## config.mk

```make
export PLATFORM = sky130hd
export DESIGN_NAME = flash_irq_ctrl
export DESIGN_NICKNAME = d
export VERILOG_FILES = /design/src/rtl/flash_irq_pkg.sv /design/src/rtl/flash_irq_sticky.sv /design/src/rtl/flash_irq_live.sv /design/src/rtl/flash_irq_line_fsm.sv /design/src/rtl/flash_irq_ctrl.sv
export SDC_FILE = /design/constraint.sdc
export NUM_CORES = 1
export LEC_CHECK = 0
export BUFFER_PORTS_ARGS = -buffer_cell sky130_fd_sc_hd__buf_2
export CORE_MARGIN = 2
export CORE_UTILIZATION = 50
export DETAILED_ROUTE_END_ITERATION = 10
export PLACE_DENSITY = 0.82
export SLEW_MARGIN = 0
export SYNTH_ARGS = -nofsm -noshare
export SYNTH_HDL_FRONTEND = slang
export SYNTH_SLANG_ARGS = --single-unit
```

## constraint.sdc

```tcl
create_clock -name clk -period 2.1 [get_ports clk]
set_input_delay 0.21 -clock clk [delete_from_list [all_inputs] [get_ports clk]]
set_output_delay 0.21 -clock clk [all_outputs]
set_load 0.05 [all_outputs]
```

## src/rtl/flash_irq_pkg.sv

```systemverilog
`timescale 1ns/1ps
package flash_irq_pkg;
    localparam int NSRC = 6;
    localparam int LIVE_W = 7;

    // Sticky / enable bit positions (decoded by software)
    localparam int SRC_WP_FAULT  = 0;
    localparam int SRC_ECC_RDY   = 1;
    localparam int SRC_DEC_ERR   = 2;
    localparam int SRC_DEC_FAIL  = 3;
    localparam int SRC_CTRL_RDY  = 4;
    localparam int SRC_FLASH_RDY = 5;

    // Live status bit positions
    localparam int LV_FLASH  = 0;
    localparam int LV_CTRL   = 1;
    localparam int LV_ECC    = 2;
    localparam int LV_ERRS   = 3;
    localparam int LV_CNT_LO = 4;
    localparam int LV_CNT_HI = 5;
    localparam int LV_FAIL   = 6;

    localparam logic [7:0] OFS_ENABLE = 8'h38;
    localparam logic [7:0] OFS_STICKY = 8'h3C;
    localparam logic [7:0] OFS_LIVE   = 8'h48;

    typedef enum logic [0:0] {
        IRQ_QUIET  = 1'b0,
        IRQ_RAISED = 1'b1
    } irq_state_e;
endpackage

```

## src/rtl/flash_irq_sticky.sv

```systemverilog
`timescale 1ns/1ps
module flash_irq_sticky #(
    parameter int N = 6
) (
    input  logic         clk,
    input  logic         rst_n,
    input  logic [N-1:0] set_i,
    input  logic         clr_i,
    output logic [N-1:0] q_o
);
    // One flop per source; a set beats a read-clear in the same cycle.
    for (genvar i = 0; i < N; i++) begin : g_bit
        logic bit_q;
        always_ff @(posedge clk) begin
            if (!rst_n) begin
                bit_q <= 1'b0;
            end else if (set_i[i]) begin
                bit_q <= 1'b1;
            end else if (clr_i) begin
                bit_q <= 1'b0;
            end
        end
        assign q_o[i] = bit_q;
    end
endmodule

```

## src/rtl/flash_irq_live.sv

```systemverilog
`timescale 1ns/1ps
module flash_irq_live
    import flash_irq_pkg::*;
(
    input  logic              flash_rdy_i,
    input  logic              ctrl_rdy_i,
    input  logic              ecc_rdy_i,
    input  logic              err_seen_i,
    input  logic [1:0]        err_cnt_i,
    input  logic              dec_fail_i,
    output logic [LIVE_W-1:0] live_o,
    output logic              both_ready_o
);
    always_comb begin
        live_o                      = '0;
        live_o[LV_FLASH]            = flash_rdy_i;
        live_o[LV_CTRL]             = ctrl_rdy_i;
        live_o[LV_ECC]              = ecc_rdy_i;
        live_o[LV_ERRS]             = err_seen_i;
        live_o[LV_CNT_HI:LV_CNT_LO] = err_cnt_i;
        live_o[LV_FAIL]             = dec_fail_i;
        both_ready_o                = flash_rdy_i & ctrl_rdy_i;
    end
endmodule

```

## src/rtl/flash_irq_line_fsm.sv

```systemverilog
`timescale 1ns/1ps
module flash_irq_line_fsm
    import flash_irq_pkg::*;
(
    input  logic clk,
    input  logic rst_n,
    input  logic pend_i,
    output logic irq_o
);
    irq_state_e state_q, state_d;

    always_ff @(posedge clk) begin
        if (!rst_n) begin
            state_q <= IRQ_QUIET;
        end else begin
            state_q <= state_d;
        end
    end

    always_comb begin
        state_d = state_q;
        unique case (state_q)
            IRQ_QUIET:  state_d = pend_i ? IRQ_RAISED : IRQ_QUIET;   // arm / hold_quiet
            IRQ_RAISED: state_d = pend_i ? IRQ_RAISED : IRQ_QUIET;   // hold_raised / drop
            default:    state_d = IRQ_QUIET;
        endcase
    end

    always_comb begin
        irq_o = (state_q == IRQ_RAISED);
    end
endmodule

```

## src/rtl/flash_irq_ctrl.sv

```systemverilog
`timescale 1ns/1ps
module flash_irq_ctrl
    import flash_irq_pkg::*;
#(
    parameter int AW  = 8,
    parameter int RDW = 8
) (
    input  logic            clk,
    input  logic            rst_n,
    input  logic [AW-1:0]   bus_addr,
    input  logic            bus_wr,
    input  logic            bus_rd,
    input  logic [NSRC-1:0] wr_data,
    output logic [RDW-1:0]  rd_data,
    input  logic [NSRC-1:0] evt_pulse,
    input  logic            live_flash_rdy,
    input  logic            live_ctrl_rdy,
    input  logic            live_ecc_rdy,
    input  logic            live_err_seen,
    input  logic [1:0]      live_err_cnt,
    input  logic            live_dec_fail,
    output logic            irq,
    output logic            dev_ready
);
    localparam logic [AW-1:0] A_ENABLE = AW'(OFS_ENABLE);
    localparam logic [AW-1:0] A_STICKY = AW'(OFS_STICKY);
    localparam logic [AW-1:0] A_LIVE   = AW'(OFS_LIVE);

    logic [NSRC-1:0]   mask_q;
    logic [NSRC-1:0]   sticky_q;
    logic [LIVE_W-1:0] live_w;
    logic              rd_sticky;
    logic              wr_enable;
    logic              pending;

    assign rd_sticky = bus_rd && (bus_addr == A_STICKY);
    assign wr_enable = bus_wr && (bus_addr == A_ENABLE);

    always_ff @(posedge clk) begin
        if (!rst_n) begin
            mask_q <= '0;
        end else if (wr_enable) begin
            mask_q <= wr_data;
        end
    end

    flash_irq_sticky #(.N(NSRC)) u_sticky (
        .clk   (clk),
        .rst_n (rst_n),
        .set_i (evt_pulse),
        .clr_i (rd_sticky),
        .q_o   (sticky_q)
    );

    flash_irq_live u_live (
        .flash_rdy_i  (live_flash_rdy),
        .ctrl_rdy_i   (live_ctrl_rdy),
        .ecc_rdy_i    (live_ecc_rdy),
        .err_seen_i   (live_err_seen),
        .err_cnt_i    (live_err_cnt),
        .dec_fail_i   (live_dec_fail),
        .live_o       (live_w),
        .both_ready_o (dev_ready)
    );

    assign pending = |(sticky_q & mask_q);

    flash_irq_line_fsm u_line (
        .clk    (clk),
        .rst_n  (rst_n),
        .pend_i (pending),
        .irq_o  (irq)
    );

    always_ff @(posedge clk) begin
        if (!rst_n) begin
            rd_data <= '0;
        end else if (bus_rd) begin
            if (bus_addr == A_ENABLE) begin
                rd_data <= RDW'(mask_q);
            end else if (bus_addr == A_STICKY) begin
                rd_data <= RDW'(sticky_q);
            end else if (bus_addr == A_LIVE) begin
                rd_data <= RDW'(live_w);
            end else begin
                rd_data <= '0;
            end
        end
    end
endmodule

```

==> qor.txt, run 1 <==
status = completed
met2 Use GR = 0.406
largest net degree at the start of global routing = 26
CTS Root Cell = clkbuf_4
Vias per Instance = 5.69
crit path capture type = flip-flop
syn nets = 146
I/O pins = 41
Initial Util = 0.520
# diodes = 0
Slew Limit Fails = 0
Buffers on Ports = 39
M3 GR Usage = 0.0309
Post-Route WL = 2.64 mm
Setup CP Type = in -> reg
Via Count = 1,053
maximum capacitance violations = 0
Tmin final = 1420 ps
TritonRoute pass-1 iters = 4
CTS tree = yes
die width = 48.7 um
Slew @ Worst Pin = 533 ps
part of the Yosys area used for sequential elements = 0.401
DP HPWL = 1.94 mm
worst hold slack = 136 ps
met1 global-route usage = 0.322
pwr dens = 627 mW/mm^2
reg2reg start = mask_q[4]$_SDFFE_PN0P_
core region area = 0.00192 sq mm
hold_sp = evt_pulse[2]
relative slew slack = 0.643
total track usage = 0.244
fmax = 705 MHz
# Post-CTS Setup Buffers = 0
GPL Wtd Cong = 0.797
WP data required = 2310 ps
Hold Crit Class = in -> reg
CP startpoint kind = primary input
Total Die Area = 0.00237 sq mm
unrepaired setup endpoints after global routing = false
ANT nets after route = 0
first-pass GRT wire length = 4.59 mm
Hold Fails Final Rpt = 0
initial antenna violation count = 0
Synth Warn # = 0
Final setup violation count = 0
die height = 48.7 um
synth top area cells = dfxtp_1 (40%), a32o_1 (6.0%), o32ai_1 (5.3%)
worst-path fanout max = 14
Max Root-Sink Buffers = 2
worst setup path startpoint = bus_addr[6]
starting DRC count in detailed routing = 20
Overflow after GRT = 0
leakage power = 0.562 nW
clock skew = 3.17 ps
final net count = 190
vias in the first global route = 1,045
Avg WL per Cell = 14.2 um
maximum VDD drop = 0.407 mV
Post-route DRC = 0
Fin Setup TNS = 0 ps
Site Rows = 16
Post-Syn Area = 998 sq um
area delta synth->final = 30.3%
Clk Latency, worst-skew pair = 300 ps
cts repair resizes = 0
clk sinks = 20
Distinct cells, synth = 27
Yosys top cell by area = dfxtp_1
CTS Buf Count = 3
Layout fillers = 176
share of the synthesized area in the top cell type = 0.401
GRT Max-Usage Layer = met2
Critical Path AT = 1630 ps
#FFs+latches synth = 20
number of H-tree levels = 1
period utilization = 0.675
Syn Area/Cell = 8.68 sq um
Mapped Cells = 115
clk slew on worst S/H paths = 120 ps
CTS Hold Bufs = 0
share of layout cells above drive strength 1 = 0.335
[layout by cell type (no fill, tap or decap), drive strengths merged, types with 2 or more instances in the layout]
cell type,count
a21oi,7
a22oi,3
a31oi,7
a32o,6
buf,46
clkbuf,3
dfxtp,20
inv,14
nand2,2
nand4,6
nand4bb,2
nor2,2
nor2b,6
nor4,2
nor4bb,2
o21ai,6
o31ai,6
o32ai,6
or3,6
[critical path, stage by stage]
cell,delay (ps)
buf_2,120
nand4bb_1,530
or3_1,500
a32o_1,270
[cells in the mapped netlist]
library cell / instances
a22oi_1: 3
buf_4: 1
nor4_1: 1
nor4_2: 1
nor2b_1: 6
or3_1: 6
inv_2: 1
inv_1: 13
clkbuf_1: 5
nand2b_1: 1
or4_1: 1
or4b_1: 1
a31oi_1: 7
nor4bb_1: 2
nand4_1: 6
dfxtp_1: 20
nand2_1: 2
or3b_2: 1
o31ai_1: 6
conb_1: 1
nor2_1: 2
a32o_1: 6
nand4bb_1: 2
buf_2: 1
a21oi_1: 7
o21ai_0: 6
o32ai_1: 6
[kinds of logic (layout without fill, tap and decap cells)]
| group | Yosys count | count (layout) | share of synthesized area |
|---|---|---|---|
| compound gates | 41 | 41 | 0.289 |
| simple gates | 32 | 32 | 0.222 |
| buf+inv | 21 | 64 | 0.0840 |
| flops | 20 | 20 | 0.401 |
| other cells | 1 | 1 | 0.00376 |
[metrics by stage]
stage,cells,util,worst slack [ps],power [mW],cell area (sq um)
after global placement,181,0.650,474,0.501,1250
final,185,0.677,682,0.816,1300
after CTS,185,0.677,721,0.818,1300
after detailed placement,181,0.650,398,0.504,1250
after floorplan,115,-,588,0.455,998
after global routing,185,0.677,598,0.858,1300
[state kept, by name, indices dropped and copies added (netlist names)]
register              cells
u_sticky.g_bit.bit_q      6
mask_q                    6
u_line.irq_o              1
rd_data                   7
[report_power, final]
| part | total (mW) | internal [mW] | switching, mW |
|---|---|---|---|
| Combinational | 0.103 | 0.0437 | 0.0595 |
| Clock | 0.317 | 0.193 | 0.124 |
| Sequential | 0.396 | 0.388 | 0.00780 |
| Total | 0.816 | 0.625 | 0.192 |
[routing by layer]
layer  part of all wire  vias to the layer above  wire length (um)
met1               0.42                      478              1110
met5                  0                        -                 0
met2               0.50                       44              1310
li1                   -                      525                 -
met3              0.064                        6               169
met4              0.016                        0                43
[layout make-up]
cell class                 count  area (sq um)  share of cell area
clock buffer                   3          22.5              0.0173
clock inverter                 1          30.0              0.0231
inverter                      14          52.6              0.0404
multi-input combinational     74           514               0.395
sequential                    20           400               0.308
tap                           27          33.8              0.0260
timing repair buffer          46           248               0.190
[path summary, 6_finish.rpt]
| kind | cells past startpoint | endpoint | slack, ps |
|---|---|---|---|
| worst min-delay path | 3 | u_sticky.g_bit[2].bit_q$_SDFFE_PN0P_ | 140 |
| worst max-delay path | 4 | rd_data[4]$_SDFFE_PN0P_ | 680 |
| worst min register to register | 1 | rd_data[0]$_SDFFE_PN0P_ | 480 |
| worst max register to register | 2 | rd_data[4]$_SDFFE_PN0P_ | 1010 |
Note: power is estimated with default switching activity, not from simulation.
==> run 2: changes to the inputs <==
Settings changed: CORE_UTILIZATION 50 to 42, PLACE_DENSITY 0.82 to 0.73.
Clock period 2.1 ns to 1.3 ns, I/O delays scaled along.
==> run 2 against run 1 <==
- sequential cell count did not move
- design area rose by 2.6%
- worst setup slack got worse by 510 ps
- register-to-register slack got worse by 830 ps
- sequential share of layout area fell by 0.78 points
- die area rose by 17%
- critical endpoint is now rd_data[5]$_SDFFE_PN0P_
- highest routed layer unchanged
==> qor.txt, run 2 (synthesis results as in run 1) <==
Hold Fails Final Rpt = 0 (unchanged)
Buffers on Ports = 39 (unchanged)
first-pass GRT wire length = 4.27 mm (was 4.59 mm)
reg2reg start = mask_q[5]$_SDFFE_PN0P_ (was mask_q[4]$_SDFFE_PN0P_)
biggest regs = rd_data (7), mask_q (6), u_sticky.g_bit.bit_q (6) (unchanged)
vias in the first global route = 982 (was 1,045)
die height = 52.8 um (was 48.7 um)
status = completed (unchanged)
largest net degree at the start of global routing = 26 (unchanged)
CTS Root Cell = clkbuf_4 (unchanged)
ANT nets after route = 0 (unchanged)
cts repair resizes = 0 (unchanged)
fmax = 889 MHz
Post-Route WL = 2.74 mm (was 2.64 mm)
Layout fillers = 224 (was 176)
flop2flop setup slack = 180 ps (was 1010 ps)
CP max stage delay = 390 ps (was 530 ps)
period utilization = 0.865
met2 Use GR = 0.358 (was 0.406)
clock skew = 16.7 ps (was 3.17 ps)
CP startpoint kind = flip-flop (was primary input)
CTS tree = yes (unchanged)
crit path capture type = flip-flop (unchanged)
Slew Limit Fails = 0 (unchanged)
area of the multi-input gates = 518 sq um (was 514 sq um)
CTS Hold Bufs = 0 (unchanged)
initial antenna violation count = 0 (unchanged)
Placed Instances = 188 (was 181)
clk sinks = 20 (unchanged)
clk slew on worst S/H paths = 120 ps (about the same)
Vias per Instance = 5.57 (was 5.69)
maximum VDD drop = 0.692 mV (was 0.407 mV)
WP data required = 1520 ps (was 2310 ps)
starting DRC count in detailed routing = 22 (was 20)
leakage power = 0.585 nW (was 0.562 nW)
GPL Wtd Cong = 0.819 (was 0.797)
CP bufs+invs = 0 (was 1)
max reg flops = 7 (unchanged)
Critical Path, Cell by Cell = or3_1 -> a32o_1 (was buf_2 -> nand4bb_1 -> or3_1 -> a32o_1)
r2r worst-path depth = 2 (unchanged)
Initial Util = 0.447 (was 0.520)
# Post-CTS Setup Buffers = 0 (unchanged)
maximum capacitance violations = 0 (unchanged)
final net count = 196 (was 190)
Sequential Area = 400 sq um (unchanged)
Final setup violation count = 0 (unchanged)
worst-path fanout max = 3 (was 14)
Via Count = 1,070 (was 1,053)
Site Rows = 17 (was 16)
commonest non-fill, non-tap cell in the layout = buf_2 (unchanged)
pwr dens = 892 mW/mm^2 (was 627 mW/mm^2)
most frequent cells in the layout = buf_2 (39), dfxtp_1 (20), inv_1 (13), buf_4 (13) (was buf_2 (39), dfxtp_1 (20), inv_1 (13))
unrepaired setup endpoints after global routing = false (unchanged)
I/O pins = 41 (unchanged)
Hold Crit Class = in -> reg (unchanged)
core region area = 0.00223 sq mm (was 0.00192 sq mm)
Setup CP Type = reg -> reg (was in -> reg)
reg2reg end = rd_data[5]$_SDFFE_PN0P_ (was rd_data[4]$_SDFFE_PN0P_)
pre-CTS WS = -136 ps (was 398 ps)
die width = 52.8 um (was 48.7 um)
Tmin final = 1120 ps
Crit path depth = 2 (was 4)
number of H-tree levels = 1 (unchanged)
area delta synth->final = 33.7% (was 30.3%)
Max Root-Sink Buffers = 2 (unchanged)
Post-route DRC = 0 (unchanged)
share of layout cells above drive strength 1 = 0.366 (was 0.335)
DP HPWL = 2.08 mm (was 1.94 mm)
# diodes = 0 (unchanged)
Top reg by flops = rd_data (unchanged)
post-route setup slack = 176 ps (was 682 ps)
worst setup path startpoint = mask_q[5]$_SDFFE_PN0P_ (was bus_addr[6])
Total Die Area = 0.00278 sq mm (was 0.00237 sq mm)
Clk Latency, worst-skew pair = 310 ps (was 300 ps)
Critical Path AT = 1340 ps (was 1630 ps)
Crit-path slowest cell = or3_1 (was nand4bb_1)
GRT Max-Usage Layer = met2 (unchanged)
CP top delay family = simple AND/OR/NAND/NOR gates (unchanged)
total track usage = 0.211 (was 0.244)
Avg WL per Cell = 14.2 um (about the same)
M3 GR Usage = 0.0371 (was 0.0309)
Overflow after GRT = 0 (unchanged)
CTS Buf Count = 3 (unchanged)
TritonRoute pass-1 iters = 4 (unchanged)
met1 global-route usage = 0.260 (was 0.322)
Finished Layout Cells = 192 (was 185)
Worst Setup EP = rd_data[5]$_SDFFE_PN0P_ (was rd_data[4]$_SDFFE_PN0P_)
==> run 2: cell count changes in the layout (fill, tap and decap cells not counted) <==
cell / before / now
or4b_4: 0 / 1
buf_4: 7 / 13
or4b_1: 1 / 0
clkbuf_8: 0 / 1
bufinv_16: 1 / 0
==> run 2: worst min-delay path, cell delays in order <==
cell,delay (ps)
buf_2,100
inv_1,40
a31oi_1,60
==> run 2: report_power, final <==
| group | internal, mW | switching, mW | leakage [nW] |
|---|---|---|---|
| registers | 0.627 | 0.0135 | 0.163 |
| clock network | 0.171 | 0.199 | 0.0210 |
| logic | 0.0819 | 0.0981 | 0.401 |
==> run 2: worst min path at each step <==
stage                             from                                   end  slack [ps]  depth (start not counted)
final                     evt_pulse[4]  u_sticky.g_bit[4].bit_q$_SDFFE_PN0P_          40                          3
after global routing      evt_pulse[0]  u_sticky.g_bit[0].bit_q$_SDFFE_PN0P_          40                          3
after CTS                 evt_pulse[4]  u_sticky.g_bit[4].bit_q$_SDFFE_PN0P_          40                          3
after detailed placement  evt_pulse[4]  u_sticky.g_bit[4].bit_q$_SDFFE_PN0P_         390                          3
after global placement    evt_pulse[4]  u_sticky.g_bit[4].bit_q$_SDFFE_PN0P_         380                          3
after floorplan           evt_pulse[0]  u_sticky.g_bit[0].bit_q$_SDFFE_PN0P_         270                          2
==> run 2: area by class of cell <==
type,count,area share
clock buffers,4,0.0272
inverters,14,0.0394
multi-input cells,74,0.388
flip-flops and latches,20,0.300
well taps,28,0.0262
repair buffers,52,0.219
==> run 2: layer usage <==
layer | wire length (um) | vias up | part of all wire
met5 | 0 | - | 0
met4 | 32 | 0 | 0.012
met3 | 150 | 3 | 0.055
met2 | 1360 | 41 | 0.50
met1 | 1190 | 487 | 0.44
li1 | - | 539 | -
==> run 2: per-stage QoR <==
stage / power (mW) / TNS (ps) / hold WS [ps] / cell area (sq um) / utilization
2_1_floorplan: 0.738 / -46.9 / 266 / 1010 / -
3_3_place_gp: 0.824 / -223 / 380 / 1300 / 0.582
3_5_place_dp: 0.831 / -413 / 389 / 1300 / 0.582
4_1_cts: 1.19 / 0 / 42.6 / 1340 / 0.598
5_1_grt: 1.25 / 0 / 44.7 / 1340 / 0.598
6_report: 1.19 / 0 / 44.3 / 1340 / 0.598
